<file path="src/rtl/evcap_pkg.sv">
package evcap_pkg;

   typedef enum logic {
      SRC_PIN  = 1'b0,
      SRC_CELL = 1'b1
   } evsrc_e;

   // minimum distance, in clocks, between two accepted events
   function automatic int spacing_gap(input int tick_div);
      return tick_div + 2;
   endfunction

endpackage

</file>
<file path="src/rtl/evcap_edge_sel.sv">
module evcap_edge_sel #(
   parameter int SYNC_STAGES = 2
) (
   input  logic clk,
   input  logic rst_n,
   input  logic pin_in,
   input  logic cell_in,
   input  logic src_sel,
   input  logic pin_fall_sel,
   output logic ev_raw
);
   import evcap_pkg::*;

   logic pin_s;
   logic pin_prev;
   logic cell_prev;
   logic pin_ev;
   logic cell_ev;

   generate
      if (SYNC_STAGES == 0) begin : g_nosync
         assign pin_s = pin_in;
      end else begin : g_sync
         logic [SYNC_STAGES:0] chain;
         assign chain[0] = pin_in;
         for (genvar g = 0; g < SYNC_STAGES; g++) begin : g_stage
            always_ff @(posedge clk or negedge rst_n) begin
               if (!rst_n) chain[g+1] <= 1'b0;
               else        chain[g+1] <= chain[g];
            end
         end
         assign pin_s = chain[SYNC_STAGES];
      end
   endgenerate

   always_ff @(posedge clk or negedge rst_n) begin
      if (!rst_n) begin
         pin_prev  <= 1'b0;
         cell_prev <= 1'b0;
      end else begin
         pin_prev  <= pin_s;
         cell_prev <= cell_in;
      end
   end

   always_comb begin
      if (pin_fall_sel) pin_ev = !pin_s && pin_prev;
      else              pin_ev = pin_s && !pin_prev;
      cell_ev = cell_in && !cell_prev;
      ev_raw  = (evsrc_e'(src_sel) == SRC_CELL) ? cell_ev : pin_ev;
   end

   // a held level never yields two events in a row
   assert_cell_single_R2: assert property (@(posedge clk) disable iff (!rst_n)
      (ev_raw && src_sel) |=> !(ev_raw && src_sel));
   // a pin edge with unchanged polarity cannot repeat next cycle
   assert_pin_single_R1: assert property (@(posedge clk) disable iff (!rst_n)
      (ev_raw && !src_sel) |=> !(ev_raw && !src_sel && $stable(pin_fall_sel)));

endmodule

</file>
<file path="src/rtl/evcap_spacer.sv">
module evcap_spacer #(
   parameter int GAP = 6
) (
   input  logic clk,
   input  logic rst_n,
   input  logic ev_raw,
   input  logic enable,
   input  logic clear,
   output logic accept
);
   localparam int GW = (GAP > 2) ? $clog2(GAP) : 2;
   localparam int SW = $clog2(GAP + 1) + 1;

   logic [GW-1:0] guard_q;

   assign accept = ev_raw && enable && (guard_q == '0);

   always_ff @(posedge clk or negedge rst_n) begin
      if (!rst_n)               guard_q <= '0;
      else if (clear)           guard_q <= '0;
      else if (accept)          guard_q <= GW'(GAP - 1);
      else if (guard_q != '0)   guard_q <= guard_q - 1'b1;
   end

   // checker state: clocks since the previous accepted event
   logic [SW-1:0] since_q;
   logic          seen_q;
   always_ff @(posedge clk or negedge rst_n) begin
      if (!rst_n) begin
         since_q <= '0;
         seen_q  <= 1'b0;
      end else if (clear) begin
         since_q <= '0;
         seen_q  <= 1'b0;
      end else if (accept) begin
         since_q <= SW'(1);
         seen_q  <= 1'b1;
      end else if (since_q < SW'(GAP)) begin
         since_q <= since_q + 1'b1;
      end
   end

   assert_min_spacing_R9: assert property (@(posedge clk) disable iff (!rst_n)
      (accept && seen_q) |-> (since_q >= SW'(GAP)));
   assert_no_back_to_back_R9: assert property (@(posedge clk) disable iff (!rst_n)
      (accept && !clear) |=> !accept);

endmodule

</file>
<file path="src/rtl/evcap_core.sv">
module evcap_core #(
   parameter int WIDTH = 8
) (
   input  logic             clk,
   input  logic             rst_n,
   input  logic             accept,
   input  logic             count_down,
   input  logic             load_en,
   input  logic [WIDTH-1:0] load_val,
   output logic [WIDTH-1:0] count_q,
   output logic             wrap_q,
   output logic             armed_q
);
   localparam logic [WIDTH-1:0] TOP = '1;

   always_ff @(posedge clk or negedge rst_n) begin
      if (!rst_n) begin
         count_q <= '0;
         wrap_q  <= 1'b0;
         armed_q <= 1'b0;
      end else if (load_en) begin
         count_q <= load_val;
         wrap_q  <= 1'b0;
         armed_q <= 1'b1;
      end else if (accept && armed_q) begin
         if (count_down) begin
            count_q <= count_q - 1'b1;
            if (count_q == '0) wrap_q <= 1'b1;
         end else begin
            count_q <= count_q + 1'b1;
            if (count_q == TOP) wrap_q <= 1'b1;
         end
      end
   end

   assert_step_up_R3: assert property (@(posedge clk) disable iff (!rst_n)
      (accept && armed_q && !count_down && !load_en)
         |=> count_q == WIDTH'($past(count_q) + 1'b1));
   assert_step_down_R3: assert property (@(posedge clk) disable iff (!rst_n)
      (accept && armed_q && count_down && !load_en)
         |=> count_q == WIDTH'($past(count_q) - 1'b1));
   assert_hold_R3: assert property (@(posedge clk) disable iff (!rst_n)
      (!accept && !load_en) |=> $stable(count_q));
   assert_wrap_sticky_R4: assert property (@(posedge clk) disable iff (!rst_n)
      (wrap_q && !load_en) |=> wrap_q);
   assert_locked_until_load_R5: assert property (@(posedge clk) disable iff (!rst_n)
      (!armed_q && !load_en) |=> ($stable(count_q) && !wrap_q));

endmodule

</file>
<file path="src/rtl/evcap_image.sv">
module evcap_image #(
   parameter int WIDTH = 8
) (
   input  logic             clk,
   input  logic             rst_n,
   input  logic [WIDTH-1:0] count_i,
   input  logic             freeze_req,
   output logic [WIDTH-1:0] image_q,
   output logic             freeze_ack
);
   always_ff @(posedge clk or negedge rst_n) begin
      if (!rst_n) begin
         image_q    <= '0;
         freeze_ack <= 1'b0;
      end else begin
         freeze_ack <= freeze_req;
         if (!freeze_req) image_q <= count_i;
      end
   end

   assert_frozen_stable_R7: assert property (@(posedge clk) disable iff (!rst_n)
      freeze_req |=> $stable(image_q));
   assert_ack_rise_R7: assert property (@(posedge clk) disable iff (!rst_n)
      freeze_req |=> freeze_ack);
   assert_ack_fall_R7: assert property (@(posedge clk) disable iff (!rst_n)
      !freeze_req |=> !freeze_ack);
   assert_tracks_count_R6: assert property (@(posedge clk) disable iff (!rst_n)
      !freeze_req |=> image_q == $past(count_i));
   assert_release_reload_R8: assert property (@(posedge clk) disable iff (!rst_n)
      (freeze_ack && !freeze_req) |=> image_q == $past(count_i));

endmodule

</file>
<file path="src/rtl/evcap_counter.sv">
module evcap_counter #(
   parameter int WIDTH       = 8,
   parameter int SYNC_STAGES = 2,
   parameter int TICK_DIV    = 4
) (
   input  logic             clk,
   input  logic             rst_n,
   input  logic             pin_in,
   input  logic             cell_in,
   input  logic             src_sel,
   input  logic             pin_fall_sel,
   input  logic             count_down,
   input  logic             load_en,
   input  logic [WIDTH-1:0] load_val,
   input  logic             freeze_req,
   output logic             freeze_ack,
   output logic [WIDTH-1:0] image_q,
   output logic             wrap_flag
);
   import evcap_pkg::*;

   localparam int GAP = spacing_gap(TICK_DIV);

   initial begin
      assert (WIDTH >= 2 && WIDTH <= 32) else $error("WIDTH out of range");
      assert (SYNC_STAGES >= 0 && SYNC_STAGES <= 4) else $error("SYNC_STAGES out of range");
      assert (TICK_DIV >= 1) else $error("TICK_DIV must be positive");
   end

   logic             ev_raw;
   logic             accept;
   logic             armed;
   logic [WIDTH-1:0] count;

   evcap_edge_sel #(.SYNC_STAGES(SYNC_STAGES)) u_edge (
      .clk(clk), .rst_n(rst_n), .pin_in(pin_in), .cell_in(cell_in),
      .src_sel(src_sel), .pin_fall_sel(pin_fall_sel), .ev_raw(ev_raw));

   evcap_spacer #(.GAP(GAP)) u_space (
      .clk(clk), .rst_n(rst_n), .ev_raw(ev_raw),
      .enable(armed && !load_en), .clear(load_en), .accept(accept));

   evcap_core #(.WIDTH(WIDTH)) u_core (
      .clk(clk), .rst_n(rst_n), .accept(accept), .count_down(count_down),
      .load_en(load_en), .load_val(load_val), .count_q(count),
      .wrap_q(wrap_flag), .armed_q(armed));

   evcap_image #(.WIDTH(WIDTH)) u_image (
      .clk(clk), .rst_n(rst_n), .count_i(count), .freeze_req(freeze_req),
      .image_q(image_q), .freeze_ack(freeze_ack));

   // counting continues while the snapshot is held
   assert_count_while_frozen_R7: assert property (@(posedge clk) disable iff (!rst_n)
      (freeze_ack && accept && !load_en) |=> (count != $past(count)));

endmodule

</file>
<file path="config.mk">
export PLATFORM = sky130hd
export DESIGN_NAME = evcap_counter
export DESIGN_NICKNAME = d
export VERILOG_FILES = /design/src/rtl/evcap_pkg.sv /design/src/rtl/evcap_edge_sel.sv /design/src/rtl/evcap_spacer.sv /design/src/rtl/evcap_core.sv /design/src/rtl/evcap_image.sv /design/src/rtl/evcap_counter.sv
export SDC_FILE = /design/constraint.sdc
export NUM_CORES = 1
export LEC_CHECK = 0
export BUFFER_PORTS_ARGS = -buffer_cell sky130_fd_sc_hd__buf_2
export CELL_PAD_IN_SITES_DETAIL_PLACEMENT = 1
export CELL_PAD_IN_SITES_GLOBAL_PLACEMENT = 1
export CORE_MARGIN = 8
export CORE_UTILIZATION = 43
export DETAILED_ROUTE_END_ITERATION = 8
export GPL_TIMING_DRIVEN = 0
export PLACE_DENSITY_LB_ADDON = 0.1
export SETUP_SLACK_MARGIN = 0.4
export SYNTH_ARGS = -nofsm -noshare
export SYNTH_HDL_FRONTEND = slang
export SYNTH_HIERARCHICAL = 1
export SYNTH_SLANG_ARGS = --single-unit
</file>
<file path="constraint.sdc">
create_clock -name clk -period 2.1 [get_ports clk]
set_input_delay 0.105 -clock clk [delete_from_list [all_inputs] [get_ports clk]]
set_output_delay 0.105 -clock clk [all_outputs]
set_load 0.03 [all_outputs]
</file>
; ---- After elaboration in Yosys (flattened, before gate mapping)
; Index checks and enable logic that the tools add are counted.
[totals]
ff_bits = 26
wordCells = 46
output_inout_bits = 10
inputBits = 17
[classes]
reduce_logical = 18
add_sub_neg = 3
n_eq_ne = 2
n_mux = 13
[op_table]
columns = cell, n
row1 = $mux W8, 3
row2 = $mux W3, 3
row3 = $reduce_bool A3 Y1, 3
row4 = $add A8 B1 Y8 const B, 1
row5 = $eq A8 B8 Y1 const B, 1
row6 = $logic_not A8 Y1, 1
row7 = $sub A8 B1 Y8 const B, 1
row8 = $logic_and A1 B1 Y1, 7
row9 = $mux W1, 7
row10 = $logic_not A1 Y1, 4
row11 = $logic_not A3 Y1, 1
row12 = $ne A3 B1 Y1 const B, 1
row13 = $reduce_and A3 Y1, 1
row14 = $sub A3 B1 Y3 const B, 1
row15 = $reduce_bool A2 Y1, 1

; ---- Longest topological paths before layout
; Gate-level depths: netlist of the first run.
[depth]
depth_word = 9
ltp_mapped = 9
depth_no_buf = 9

; ---- By module
; Netlist of the first run, hierarchy kept.
[by_module_without_submodules]
columns = mod, cells_per_inst, instances, area_each_um2
row1 = evcap_core, 97, 1, 824.5
row2 = evcap_image, 18, 1, 356.6
row3 = evcap_spacer, 19, 1, 190.2
row4 = evcap_edge_sel, 8, 1, 133.9
row5 = evcap_counter, 1, 1, 13.8

; ---- Least setup slack after synthesis of the first run
; Ideal clock, no wire load.
[synth_timing]
path_type = reg-to-reg
start = register u_edge.g_sync.chain[2], in the netlist u_edge/pin_s
end = register u_core.count_q[4]
period_less_slack_ps = 1879
n_path_buf = 1
slack_ps = 221
stages_incl_launch_ff = 9
arrival_time_ps = 1743
cell_sequence = dfrtp_1 -> or4bb_1 -> nand3_1 -> nand2_1 -> nor2_1 -> nand2_1 -> buf_2 -> a211oi_1 -> a21oi_1
[synth_via]
elab_chain_len = 8
[synth_rtl]
columns = item, line
row1 = start: declaration, evcap_edge_sel.sv:24  ; logic [SYNC_STAGES:0] chain;
row2 = start signal: indexed assignment, evcap_edge_sel.sv:29  ; else chain[g+1] <= chain[g];
row3 = $logic_not A1 Y1, evcap_edge_sel.sv:47  ; if (pin_fall_sel) pin_ev = !pin_s && pin_prev;
row4 = $logic_and A1 B1 Y1, evcap_edge_sel.sv:47
row5 = $mux W1 (*), evcap_edge_sel.sv:47
row6 = $mux W1 (*), evcap_edge_sel.sv:50  ; ev_raw = (evsrc_e'(src_sel) == SRC_CELL) ? cell_ev : pin_ev;
row7 = via ev_raw, evcap_counter.sv:30  ; logic ev_raw;
row8 = $logic_and A1 B1 Y1 (*) (2 in series), evcap_spacer.sv:16  ; assign accept = ev_raw && enable && (guard_q == '0);
row9 = via accept, evcap_counter.sv:31  ; logic accept;
row10 = $logic_and A1 B1 Y1 (*), evcap_core.sv:25  ; end else if (accept && armed_q) begin
row11 = $reduce_bool A2 Y1 (no source line) (*), --
row12 = end signal: assignment, evcap_core.sv:22  ; count_q <= load_val;
row13 = end signal: assignment, evcap_core.sv:27  ; count_q <= count_q - 1'b1;
row14 = end signal: assignment, evcap_core.sv:30  ; count_q <= count_q + 1'b1;
row15 = end: declaration, evcap_core.sv:10  ; output logic [WIDTH-1:0] count_q,
; Mark *: on every way through the listed nets, which the timed path passes. The rest lies on a longest branch.
; A chain may end at the register's enable or synchronous reset.

; ---- Worst setup path in the final report of the first run
[layout_timing]
start = register u_edge.g_sync.chain[2], in the netlist u_edge/pin_s
end = register u_core.count_q[1]
; The elaborated chain is that of the path after synthesis.

==> results of run 1 <==
area by class of cell:
type	count	area (um^2)
Buffer	4	30.0
Clock buffer	3	22.5
Clock inverter	1	30.0
Fill cell	405	1290
Inverter	8	30.0
Multi-Input combinational cell	106	932
Sequential cell	26	653
Tap cell	46	57.6
Timing Repair Buffer	48	322
worst max-delay path, cell delays in order, from the launching register on:
cell and delay (ns):
sky130_fd_sc_hd__dfrtp_1 0.42, sky130_fd_sc_hd__or4bb_1 0.50, sky130_fd_sc_hd__nand3_2 0.12, sky130_fd_sc_hd__nand2_2 0.08, sky130_fd_sc_hd__nor2_4 0.13, sky130_fd_sc_hd__nand2_4 0.11, sky130_fd_sc_hd__buf_4 0.16, sky130_fd_sc_hd__buf_6 0.12
sky130_fd_sc_hd__a21oi_1 0.13, sky130_fd_sc_hd__o21ai_0 0.08
how the worst min path moves through the flow:
stage | end | slack [ns]
2_1_floorplan | u_core/armed_q | -0.19
3_3_place_gp | u_edge/pin_s | 0.12
3_5_place_dp | u_edge/pin_s | 0.13
4_1_cts | u_core/count_q[2] | 0.004
5_1_grt | u_core/count_q[2] | -0.0002
6_report | u_core/count_q[5] | 0.006
metrics by stage:
step	utilization [%]	area, um^2	total power [W]	instances	hold slack [ns]
floorplan	-	1540	0.00109	143	-0.191
global placement	51.2	1720	0.00122	215	0.124
detailed placement	51.2	1720	0.00125	215	0.128
CTS	59.3	2000	0.00167	237	0.00378
global route	61.8	2080	0.00180	242	-0.000202
finish	61.8	2080	0.00170	242	0.00594
power by group through the flow:
stage | logic (W) | registers (W) | clock network, W
after CTS | 0.000659 | 0.000661 | 0.000348
after global placement | 0.000551 | 0.000665 | 0
after detailed placement | 0.000576 | 0.000673 | 0
after floorplan | 0.000378 | 0.000712 | 0
after global routing | 0.000757 | 0.000683 | 0.000364
final | 0.000691 | 0.000668 | 0.000338
placed cells by master (no fill, tap or decap), types with 2 or more instances in the layout:
master	count
sky130_fd_sc_hd__a211oi_1	2
sky130_fd_sc_hd__a211oi_2	2
sky130_fd_sc_hd__a21oi_1	6
sky130_fd_sc_hd__a21oi_2	3
sky130_fd_sc_hd__buf_2	26
sky130_fd_sc_hd__buf_4	12
sky130_fd_sc_hd__buf_6	3
sky130_fd_sc_hd__clkbuf_1	2
sky130_fd_sc_hd__clkbuf_4	3
sky130_fd_sc_hd__dfrtp_1	24
sky130_fd_sc_hd__dfrtp_2	2
sky130_fd_sc_hd__dlygate4sd3_1	9
sky130_fd_sc_hd__ha_1	7
sky130_fd_sc_hd__inv_1	7
sky130_fd_sc_hd__mux2_4	8
sky130_fd_sc_hd__nand2_1	9
sky130_fd_sc_hd__nand2_4	2
sky130_fd_sc_hd__nand3_1	4
sky130_fd_sc_hd__nand3b_1	4
sky130_fd_sc_hd__nand4_1	3
sky130_fd_sc_hd__nor2_1	9
sky130_fd_sc_hd__nor3b_1	3
sky130_fd_sc_hd__o21a_1	2
sky130_fd_sc_hd__o21ai_0	2
sky130_fd_sc_hd__o21ai_1	4
sky130_fd_sc_hd__o21ai_2	2
cells in the mapped netlist (all sizes together), types with 3 or more instances:
master	instances
nand3b	4
inv	8
nor3	3
mux2	8
nor2	10
nor3b	3
nand2	11
dfrtp	26
ha	8
nand3	5
a211oi	5
a21oi	9
nand4	3
o21ai	8
what timing repair did:
| action | in CTS | in global routing |
|---|---|---|
| endpoints found under the setup margin | 8 | 10 |
| cloned | 2 | 0 |
| hold buffers | 9 | 0 |
| hold endpoints to repair | 34 | 0 |
| gates resized for setup | 17 | 8 |
| buffers inserted | 7 | 5 |
| pin swaps | 3 | 9 |
state kept, by name, summed over array words and instances (netlist names):
| signal | cells |
|---|---|
| u_core/wrap_q | 1 |
| u_core/count_q | 8 |
| u_edge/g_sync.chain | 1 |
| u_core/armed_q | 1 |
| u_space/guard_q | 3 |
| u_image/freeze_ack | 1 |
| u_edge/pin_s | 1 |
| u_edge/pin_prev | 1 |
| u_image/image_q | 8 |
| u_edge/cell_prev | 1 |
cells by family (layout without fill, tap and decap cells):
| family | Yosys count | in the layout |
|---|---|---|
| XOR/XNOR | 1 | 1 |
| buffers and inverters | 12 | 64 |
| multiplexers | 9 | 9 |
| AND/OR/NAND/NOR | 52 | 53 |
| AO/OA/AOI/OAI | 34 | 34 |
| flip-flops | 26 | 26 |
| adder cells (fa/ha/maj) | 9 | 9 |
layer usage:
metal | vias to the layer above | part of all wire, % | global-route usage, %
met5 | - | 0 | 0
met4 | 0 | 1.4 | 6.40
met3 | 4 | 3.8 | 1.58
met2 | 28 | 52 | 29.1
met1 | 657 | 43 | 19.3
li1 | 630 | - | -
==> impl_table.tex, run 1 <==
\begin{tabular}{lr}
\hline
Metric & Value \\
\hline
\multicolumn{2}{l}{\textbf{Synth}} \\
Dominant synthesized flop cell & sky130\_fd\_sc\_hd\_\_dfrtp\_1 \\
Netlist area before placement & 1520 um\^{}2 \\
Syn Nets & roughly 170 \\
Cell types occupying the most area after synthesis & sky130\_fd\_sc\_hd\_\_dfrtp\_1 (43\%), sky130\_fd\_sc\_hd\_\_mux2\_4 (7.9\%), sky130\_fd\_sc\_hd\_\_ha\_1 (6.6\%) \\
Mean instance size in the synthesized netlist & 10.6 um\^{}2 \\
Count of yosys warnings during synthesis & 6 \\
Share of synthesized cell area in and, or, nand and nor gates & around 20\% \\
Post-synthesis sequential element count & 26 \\
Number of instances in the synthesized netlist & 143 \\
Multiplexer share of the synthesized area & 8.57\% \\
EDFF count, synth & 0 \\
Fraction of synthesized cell area in xor and xnor cells & less than 1\% \\
Seq/Total Area, Yosys & 42.8\% \\
Fraction of the mapped netlist area in adder cells & 7.91\% \\
Compound-Gate Fraction of Synth Area & 16.6\% \\
Dominant combinational cell family by area after synthesis & simple AND/OR/NAND/NOR gates \\
Most area-hungry cell type in the Yosys netlist & sky130\_fd\_sc\_hd\_\_dfrtp\_1 \\
Cell variety after synth & 46 \\
Async set-or-reset flop fraction in the synthesized netlist & 100\% \\
Top cell type's share of synthesized area & 42.8\% \\
\multicolumn{2}{l}{\textbf{STA}} \\
Setup repair after global routing missed its margin & yes \\
Worst clock skew & 0.00983 ns \\
Actual slew at the worst max-slew pin & 0.580 ns \\
TNS Setup & 0 ns \\
Final-report setup violation count & 0 \\
Minimum setup slack in the final design & 0.136 ns \\
Final Hold Vio Count & 0 \\
Post-route minimum period & 1.96 ns \\
Worst slew slack as a fraction of its limit & 61.4\% \\
Final period util & 93.5\% \\
Number of pins exceeding their max-slew limit in the final report & 0 \\
Max Freq & between 500 and 600 MHz \\
\multicolumn{2}{l}{\textbf{Global routing}} \\
Vias in the first global route & 1453 \\
Pin count of the biggest net entering global routing & 27 \\
Initial antenna violation count & 0 \\
Total grt overflow & 0 \\
Total Routing Usage GR & about 16\% \\
First-pass GRT wire length & a little over 7000 um \\
\multicolumn{2}{l}{\textbf{Die}} \\
I/O pins & 27 \\
Die footprint & 5690 um\^{}2 \\
Vertical extent of the die & 75.4 um \\
Initial standard-cell utilization of the core & 45.2\% \\
Number of core rows & 21 \\
Chip Width & 75.4 um \\
Core footprint & 3360 um\^{}2 \\
\multicolumn{2}{l}{\textbf{Drt}} \\
Via count & 1319 \\
DR WL/cell & $\sim$18 um \\
Drt first pass iters & 6 \\
Mean number of vias per cell & 5.45 \\
Number of design rule violations left after detail routing & 0 \\
Wire length reported by the detailed router & 4250 um \\
Number of design-rule violations left by the first detailed-router iteration & 50 \\
Count of nets left with antenna violations after detail routing & 0 \\
\multicolumn{2}{l}{\textbf{Worst setup path}} \\
Startpoint of the worst-slack reg-to-reg timing path & u\_edge/pin\_s \\
Worst endpoint required time & between 2 and 2.5 ns \\
Category of the worst setup path launch point & flop \\
End point of the critical path & u\_core/count\_q[1] \\
Arrival time reported for the critical path endpoint & 2.16 ns \\
Setup CP Type & flop to flop \\
Worst r2r path cells & 9 \\
Reg-to-reg critical path endpoint & u\_core/count\_q[1] \\
Top fanout value on the critical path & 6 \\
Internal reg-to-reg setup slack & 0.14 ns \\
Launch point of the critical path & u\_edge/pin\_s \\
Sort of element at the end of the critical path & flop \\
\multicolumn{2}{l}{\textbf{Clock tree}} \\
TritonCTS clock tree & built \\
Clock latency on the worst-skew pair & 0.32 ns \\
Deepest clock path buffer count & 2 \\
Number of sinks on the clock net & 26 \\
CTS HTree Levels & 1 \\
Clock root cell & sky130\_fd\_sc\_hd\_\_clkbuf\_4 \\
CTS clock-pin slew for the worst setup and hold paths & 0.14 ns \\
Number of buffers inserted during clock tree synthesis & 3 \\
\multicolumn{2}{l}{\textbf{Place}} \\
Placer congestion estimate & 0.845 \\
Quantity of I/O buffers inserted on ports & 26 \\
Worst slack at placement & 0.0471 ns \\
Detail Placement HPWL & 2840 um \\
\multicolumn{2}{l}{\textbf{Pwr}} \\
Internal & 0.00109 W \\
Power share of the combinational group & about two fifths \\
Sequential share of power & between 30\% and 40\% \\
Share of total power in the clock network & 19.9\% \\
Pwr dens & just over 800 nW/um\^{}2 \\
Switching power share of the total & 35.8\% \\
Static power due to leakage & 0.950 nW \\
P\_sw & 0.000607 W \\
Worst IR Drop VDD & 257 uV \\
\multicolumn{2}{l}{\textbf{Final layout}} \\
Area growth from synthesis to layout & 36.7\% \\
Final net count & 223 \\
Number of antenna repair diodes & 0 \\
Layout cell share with drive strength beyond 1 & between 40\% and 50\% \\
\multicolumn{2}{l}{\textbf{Hold path}} \\
Source of the worst hold timing path & load\_val[5] \\
Hold-critical path depth & 3 \\
Min-Delay Path Class & input pin to flop \\
\multicolumn{2}{l}{\textbf{Run status}} \\
Run status & finished, final reports clean \\
\multicolumn{2}{l}{\textbf{Flow run}} \\
Max-cap violation count & 0 \\
\hline
\end{tabular}
No activity file was read; power rests on OpenSTA's default activity.
==> run 2, diff against run 1 <==
--- a/config.mk
+++ b/config.mk
@@ -12,7 +12,7 @@
 export CORE_UTILIZATION = 43
 export DETAILED_ROUTE_END_ITERATION = 8
 export GPL_TIMING_DRIVEN = 0
-export PLACE_DENSITY_LB_ADDON = 0.1
+export PLACE_DENSITY = 0.9
 export SETUP_SLACK_MARGIN = 0.4
 export SYNTH_ARGS = -nofsm -noshare
 export SYNTH_HDL_FRONTEND = slang
==> constraint.sdc (replaced) <==
create_clock -name clk -period 2.1 [get_ports clk]
set_input_delay 0.21 -clock clk [delete_from_list [all_inputs] [get_ports clk]]
set_output_delay 0.21 -clock clk [all_outputs]
set_load 0.03 [all_outputs]
==> run 2 against run 1 <==
Compared with the run above: die area unchanged; sequential share of layout area up 0.50 points; critical path type unchanged; flip-flop and latch count unchanged; largest power group unchanged; routed wire length up 15%; via count up 0.99%; combinational power up 6.4%; final cell count down 3.7%; worst hold slack better by 0.089 ns; non-clock buffer count down 9; highest routed layer unchanged; first-iteration DRC count up 58%; global-route usage up 2.3 points.
==> impl_table.tex, run 2 (synthesis results as in run 1) <==
\begin{tabular}{lr}
\hline
Metric & Value \\
\hline
\multicolumn{2}{l}{\textbf{Drt}} \\
Wire length reported by the detailed router & 4890 um (+15\%) \\
Number of design-rule violations left by the first detailed-router iteration & 79 (+58\%) \\
Number of design rule violations left after detail routing & 0 (unchanged) \\
Via count & 1332 (+0.99\%) \\
Drt first pass iters & 4 (-2) \\
DR WL/cell & 21.0 um (+19\%) \\
Mean number of vias per cell & 5.72 (+4.9\%) \\
Count of nets left with antenna violations after detail routing & 0 (unchanged) \\
\multicolumn{2}{l}{\textbf{Run status}} \\
Run status & finished, final reports clean \\
\multicolumn{2}{l}{\textbf{Clock tree}} \\
Deepest clock path buffer count & 2 (unchanged) \\
CTS HTree Levels & 1 (unchanged) \\
CTS clock-pin slew for the worst setup and hold paths & 0.16 ns (+0.02 ns) \\
Clock root cell & sky130\_fd\_sc\_hd\_\_clkbuf\_4 \\
Number of buffers inserted during clock tree synthesis & 3 (unchanged) \\
TritonCTS clock tree & built \\
Number of sinks on the clock net & 26 (unchanged) \\
Clock latency on the worst-skew pair & 0.33 ns (about the same) \\
\multicolumn{2}{l}{\textbf{Place}} \\
Quantity of I/O buffers inserted on ports & 26 (unchanged) \\
Worst slack at placement & 0.0633 ns (+0.0163 ns) \\
Detail Placement HPWL & 3090 um (+9.0\%) \\
Placer congestion estimate & 0.904 (+7.0\%) \\
\multicolumn{2}{l}{\textbf{Die}} \\
Number of core rows & 21 (unchanged) \\
Initial standard-cell utilization of the core & 45.2\% (unchanged) \\
Chip Width & 75.4 um (unchanged) \\
Die footprint & 5690 um\^{}2 (unchanged) \\
I/O pins & 27 (unchanged) \\
Vertical extent of the die & 75.4 um (unchanged) \\
Core footprint & 3360 um\^{}2 (unchanged) \\
\multicolumn{2}{l}{\textbf{Worst setup path}} \\
Top fanout value on the critical path & 6 (unchanged) \\
Launch point of the critical path & u\_edge/pin\_s \\
Sort of element at the end of the critical path & flop \\
Setup CP Type & flop to flop \\
Reg-to-reg critical path endpoint & u\_core/count\_q[7] \\
Worst endpoint required time & 2.38 ns (+0.08 ns) \\
Worst r2r path cells & 9 (unchanged) \\
Arrival time reported for the critical path endpoint & 2.23 ns (+0.07 ns) \\
Internal reg-to-reg setup slack & 0.14 ns (about the same) \\
Category of the worst setup path launch point & flop \\
Startpoint of the worst-slack reg-to-reg timing path & u\_edge/pin\_s \\
End point of the critical path & u\_core/count\_q[7] \\
\multicolumn{2}{l}{\textbf{STA}} \\
Post-route minimum period & 1.96 ns (-0.00696 ns) \\
Final Hold Vio Count & 0 (unchanged) \\
Final-report setup violation count & 0 (unchanged) \\
Setup repair after global routing missed its margin & yes \\
Final period util & 93.2\% (-0.33 points) \\
Number of pins exceeding their max-slew limit in the final report & 0 (unchanged) \\
Minimum setup slack in the final design & 0.142 ns (+0.00696 ns) \\
Max Freq & 511 MHz (+0.36\%) \\
Worst clock skew & 0.0114 ns (+0.00153 ns) \\
TNS Setup & 0 ns (unchanged) \\
Worst slew slack as a fraction of its limit & 60.6\% (-0.74 points) \\
Actual slew at the worst max-slew pin & 0.591 ns (+0.0111 ns) \\
\multicolumn{2}{l}{\textbf{Global routing}} \\
Pin count of the biggest net entering global routing & 27 (unchanged) \\
Total Routing Usage GR & 18.5\% (+2.3 points) \\
Total grt overflow & 0 (unchanged) \\
Vias in the first global route & 1516 (+4.3\%) \\
Met2 layer usage reported by global route & 33.3\% (+4.1 points) \\
Initial antenna violation count & 0 (unchanged) \\
GR met1 Demand/Resource & 20.8\% (+1.5 points) \\
Met3 Use GR & 1.71\% (+0.13 points) \\
GRT Max-Usage Layer & met2 \\
First-pass GRT wire length & 7850 um (+10\%) \\
\multicolumn{2}{l}{\textbf{Hold path}} \\
Min-Delay Path Class & input pin to flop \\
Source of the worst hold timing path & load\_val[3] \\
\multicolumn{2}{l}{\textbf{Flow run}} \\
Max-cap violation count & 0 (unchanged) \\
\multicolumn{2}{l}{\textbf{Final layout}} \\
Largest registers & u\_core/count\_q: 8 flops, u\_image/image\_q: 8 flops, u\_space/guard\_q: 3 flops \\
Most frequent cells in the layout & sky130\_fd\_sc\_hd\_\_buf\_2 (26), sky130\_fd\_sc\_hd\_\_dfrtp\_1 (23), sky130\_fd\_sc\_hd\_\_nand2\_1 (9), sky130\_fd\_sc\_hd\_\_nor2\_1 (9), sky130\_fd\_sc\_hd\_\_mux2\_4 (8) \\
Area growth from synthesis to layout & 34.8\% \\
Layout filler cell count & 385 (-4.9\%) \\
Multi-input logic area & 958 um\^{}2 (+2.8\%) \\
Number of antenna repair diodes & 0 (unchanged) \\
Register area & 654 um\^{}2 (+0.19\%) \\
Final net count & 214 (-4.0\%) \\
Most common library cell in the layout ignoring fill and taps & sky130\_fd\_sc\_hd\_\_buf\_2 \\
Layout cell share with drive strength beyond 1 & 43.3\% (+2.0 points) \\
\multicolumn{2}{l}{\textbf{Pwr}} \\
Static power due to leakage & 0.935 nW (-1.5\%) \\
Pwr dens & 860 nW/um\^{}2 (+5.3\%) \\
Post-route total power & 0.00176 W (+3.8\%) \\
Worst IR Drop VDD & 291 uV (+13\%) \\
\hline
\end{tabular}
run 2: timing repair:
| item | 4_1_cts | 5_1_grt |
|---|---|---|
| endpoints found under the hold margin | 29 | 0 |
| gates resized for setup | 20 | 13 |
| hold buffers | 4 | 0 |
| setup endpoints to repair | 8 | 10 |
| setup buffers | 3 | 5 |
| pin swaps | 9 | 10 |
| gates cloned | 2 | 0 |
run 2: critical path, cell delays in order, from the launching register on:
cell and delay [ns]:
sky130_fd_sc_hd__dfrtp_1 0.42, sky130_fd_sc_hd__or4bb_1 0.51, sky130_fd_sc_hd__nand3_2 0.12, sky130_fd_sc_hd__nand2_4 0.06
sky130_fd_sc_hd__nor2_4 0.12, sky130_fd_sc_hd__nand2_4 0.13, sky130_fd_sc_hd__nor4_4 0.17, sky130_fd_sc_hd__o211a_1 0.19
sky130_fd_sc_hd__a311oi_2 0.05, sky130_fd_sc_hd__nand3_1 0.13
run 2: area by class of cell:
| cell class | count | share of cell area (%) |
|---|---|---|
| Inverter | 8 | 1.47 |
| Tap cell | 46 | 2.81 |
| Buffer | 4 | 1.65 |
| Multi-Input combinational cell | 106 | 46.8 |
| Timing Repair Buffer | 39 | 12.8 |
| Clock buffer | 3 | 1.10 |
| Clock inverter | 1 | 1.47 |
| Sequential cell | 26 | 31.9 |
run 2: power by group:
part	total, W	internal [W]	switching (W)	leakage (nW)
logic	0.000735	0.000317	0.000417	0.599
registers	0.000674	0.000584	0.0000902	0.308
clock network	0.000352	0.000193	0.000159	0.0279
total	0.00176	0.00109	0.000667	0.935
run 2: worst min-delay path by stage:
stage / endpoint / slack [ns] / cells past startpoint
6_report: u_core/count_q[3] / 0.1 / 3
3_3_place_gp: u_edge/pin_s / 0.23 / 1
2_1_floorplan: u_core/armed_q / -0.09 / 0
4_1_cts: u_core/count_q[4] / 0.08 / 3
3_5_place_dp: u_edge/pin_s / 0.24 / 1
5_1_grt: u_core/count_q[5] / 0.1 / 3
run 2: per-stage QoR:
stage / std cells / instance area, um^2 / utilization [%] / hold slack [ns]
after floorplan: 143 / 1540 / - / -0.0856
after global placement: 215 / 1720 / 51.2 / 0.233
after detailed placement: 215 / 1720 / 51.2 / 0.239
after CTS: 228 / 1950 / 58.0 / 0.0831
after global routing: 233 / 2050 / 60.9 / 0.0983
final: 233 / 2050 / 60.9 / 0.0953
run 2: routing by layer:
layer | wire length (um) | share of wire [%] | vias to the layer above
li1 | - | - | 614
met2 | 2630 | 54 | 36
met1 | 1950 | 40 | 672
met3 | 180 | 3.7 | 10
met4 | 121 | 2.5 | 0
met5 | 0 | 0 | -
==> run 3, diff against run 2 <==
--- a/config.mk
+++ b/config.mk
@@ -12,7 +12,7 @@
 export CORE_UTILIZATION = 43
 export DETAILED_ROUTE_END_ITERATION = 8
 export GPL_TIMING_DRIVEN = 0
-export PLACE_DENSITY = 0.9
+export PLACE_DENSITY_LB_ADDON = 0.25
 export SETUP_SLACK_MARGIN = 0.4
 export SYNTH_ARGS = -nofsm -noshare
 export SYNTH_HDL_FRONTEND = slang
==> run 3 against run 2 <==
Compared with the run above: non-clock buffer count shrank 4; design area down 5.4%; final cell count is 1.7% lower; utilization fell by 3.3 points; combinational power decreased by 12%; register-to-register slack barely moved; die area did not move; largest power group is now sequential cells.
==> impl_table.tex, run 3 (synthesis results as in run 1) <==
\begin{tabular}{lr}
\hline
Metric & Value \\
\hline
\multicolumn{2}{l}{\textbf{Run status}} \\
Run status & finished, final reports clean \\
\multicolumn{2}{l}{\textbf{Drt}} \\
Number of design-rule violations left by the first detailed-router iteration & 38 (-52\%) \\
Count of nets left with antenna violations after detail routing & 0 (unchanged) \\
Via count & 1245 (-6.5\%) \\
DR WL/cell & 18.3 um (-13\%) \\
Wire length reported by the detailed router & 4200 um (-14\%) \\
Drt first pass iters & 4 (unchanged) \\
Number of design rule violations left after detail routing & 0 (unchanged) \\
Mean number of vias per cell & 5.44 (-4.9\%) \\
\multicolumn{2}{l}{\textbf{Worst setup path}} \\
Setup CP Type & flop to flop \\
Category of the worst setup path launch point & flop \\
Arrival time reported for the critical path endpoint & 2.16 ns (-0.07 ns) \\
Top fanout value on the critical path & 10 (+4) \\
Sort of element at the end of the critical path & flop \\
Worst endpoint required time & 2.31 ns (-0.07 ns) \\
\multicolumn{2}{l}{\textbf{Hold path}} \\
Min-Delay Path Class & input pin to flop \\
\multicolumn{2}{l}{\textbf{STA}} \\
Number of pins exceeding their max-slew limit in the final report & 0 (unchanged) \\
Actual slew at the worst max-slew pin & 0.579 ns (-0.0120 ns) \\
Max Freq & 513 MHz (+0.36\%) \\
Minimum setup slack in the final design & 0.150 ns (+0.00707 ns) \\
Setup repair after global routing missed its margin & yes \\
Final period util & 92.9\% (-0.34 points) \\
Final-report setup violation count & 0 (unchanged) \\
Worst Hold Slack & 0.0810 ns (-0.0143 ns) \\
Worst clock skew & 0.0156 ns (+0.00426 ns) \\
Post-route minimum period & 1.95 ns (-0.00707 ns) \\
Worst slew slack as a fraction of its limit & 61.4\% (+0.80 points) \\
Final Hold Vio Count & 0 (unchanged) \\
\multicolumn{2}{l}{\textbf{Place}} \\
Quantity of I/O buffers inserted on ports & 26 (unchanged) \\
Worst slack at placement & -0.000731 ns (-0.0641 ns) \\
Placer congestion estimate & 0.853 (-5.7\%) \\
Detail Placement HPWL & 3050 um (-1.3\%) \\
Dpl cells & 215 (unchanged) \\
\multicolumn{2}{l}{\textbf{Die}} \\
Core footprint & 3360 um\^{}2 (unchanged) \\
I/O pins & 27 (unchanged) \\
Vertical extent of the die & 75.4 um (unchanged) \\
Die footprint & 5690 um\^{}2 (unchanged) \\
Number of core rows & 21 (unchanged) \\
Initial standard-cell utilization of the core & 45.2\% (unchanged) \\
Chip Width & 75.4 um (unchanged) \\
\multicolumn{2}{l}{\textbf{Final layout}} \\
Layout filler cell count & 390 (+1.3\%) \\
Area growth from synthesis to layout & 27.6\% \\
Post-layout utilization of the core & 57.6\% (-3.3 points) \\
Most frequent cells in the layout & sky130\_fd\_sc\_hd\_\_buf\_2 (26), sky130\_fd\_sc\_hd\_\_dfrtp\_1 (25), sky130\_fd\_sc\_hd\_\_nand2\_1 (9), sky130\_fd\_sc\_hd\_\_nor2\_1 (9) \\
Number of antenna repair diodes & 0 (unchanged) \\
Most common library cell in the layout ignoring fill and taps & sky130\_fd\_sc\_hd\_\_buf\_2 \\
Final net count & 210 (-1.9\%) \\
Layout cell share with drive strength beyond 1 & 38.3\% (-5.1 points) \\
Largest registers & u\_core/count\_q: 8 flops, u\_image/image\_q: 8 flops, u\_space/guard\_q: 3 flops \\
Fin cells & 229 (-1.7\%) \\
\multicolumn{2}{l}{\textbf{Clock tree}} \\
TritonCTS clock tree & built \\
Number of buffers inserted during clock tree synthesis & 3 (unchanged) \\
Deepest clock path buffer count & 2 (unchanged) \\
Clock latency on the worst-skew pair & 0.33 ns (about the same) \\
Clock root cell & sky130\_fd\_sc\_hd\_\_clkbuf\_4 \\
CTS HTree Levels & 1 (unchanged) \\
CTS clock-pin slew for the worst setup and hold paths & 0.15 ns (about the same) \\
Number of sinks on the clock net & 26 (unchanged) \\
\multicolumn{2}{l}{\textbf{Global routing}} \\
First-pass GRT wire length & 6970 um (-11\%) \\
Total Routing Usage GR & 16.4\% (-2.1 points) \\
Pin count of the biggest net entering global routing & 27 (unchanged) \\
Vias in the first global route & 1389 (-8.4\%) \\
Initial antenna violation count & 0 (unchanged) \\
Total grt overflow & 0 (unchanged) \\
\multicolumn{2}{l}{\textbf{Pwr}} \\
Static power due to leakage & 0.892 nW (-4.7\%) \\
Pwr dens & 853 nW/um\^{}2 (-0.80\%) \\
Post-route total power & 0.00165 W (-6.1\%) \\
Worst IR Drop VDD & 267 uV (-8.3\%) \\
\multicolumn{2}{l}{\textbf{Flow run}} \\
Max-cap violation count & 0 (unchanged) \\
\hline
\end{tabular}
## run 3: cell types whose count changed in the layout (fill, tap and decap cells not counted), sizes merged
cell,before,now
buf,37,33
## run 3: worst max-delay path: stages, from the launching register on
cell and delay (ns):
sky130_fd_sc_hd__dfrtp_1 0.43, sky130_fd_sc_hd__or4bb_1 0.53, sky130_fd_sc_hd__nand3_2 0.11, sky130_fd_sc_hd__nand2_4 0.06, sky130_fd_sc_hd__nor2_4 0.12, sky130_fd_sc_hd__nand2_4 0.10
sky130_fd_sc_hd__buf_6 0.18, sky130_fd_sc_hd__a211oi_2 0.23, sky130_fd_sc_hd__a21oi_1 0.07
## run 3: routing by layer
metal | vias to the layer above | wire, um | global-route usage [%]
li1 | 598 | - | -
met1 | 618 | 1780 | 17.9
met2 | 21 | 2200 | 30.4
met3 | 8 | 107 | 1.58
met4 | 0 | 107 | 8.74
met5 | - | 0 | 0
## run 3: path summary, 6_finish.rpt
path / from / to / slack, ns / depth (start not counted)
max reg2reg: u_edge/pin_s / u_core/count_q[4] / 0.15 / 8
max: u_edge/pin_s / u_core/count_q[4] / 0.15 / 8
min in group asynchronous: rst_n / u_core/count_q[2] / 0.40 / 2
min: load_val[2] / u_core/count_q[2] / 0.08 / 3
min reg2reg: u_edge/g_sync.chain[1] / u_edge/pin_s / 0.39 / 0
max in group asynchronous: rst_n / u_core/count_q[0] / 1.29 / 2
## run 3: per-stage QoR
stage | area (um^2) | setup TNS, ns
after detailed placement | 1720 | -0.000731
after global routing | 1940 | 0
after global placement | 1720 | 0
final | 1940 | 0
after CTS | 1920 | 0
after floorplan | 1540 | 0
## run 3: final cells by class
type | count | area, um^2 | area share, %
multi-input combinational | 106 | 905 | 46.7
sequential | 26 | 652 | 33.6
timing repair buffer | 35 | 211 | 10.9
tap | 46 | 57.6 | 2.97
clock inverter | 1 | 30.0 | 1.55
buffer | 4 | 30.0 | 1.55
inverter | 8 | 30.0 | 1.55
clock buffer | 3 | 22.5 | 1.16
## run 3: timing repair
| item | 4_1_cts | 5_1_grt |
|---|---|---|
| cloned | 1 | 0 |
| setup buffers | 4 | 1 |
| gates resized for setup | 14 | 4 |
| pin swaps | 9 | 8 |
| hold buffers | 4 | 0 |
| hold endpoints to repair | 29 | 0 |
| setup endpoints to repair | 8 | 10 |
## run 3: power breakdown
part / internal [W] / switching, W
Sequential: 0.000583 / 0.0000796
Clock: 0.000193 / 0.000153
Combinational: 0.000279 / 0.000365
Total: 0.00106 / 0.000598
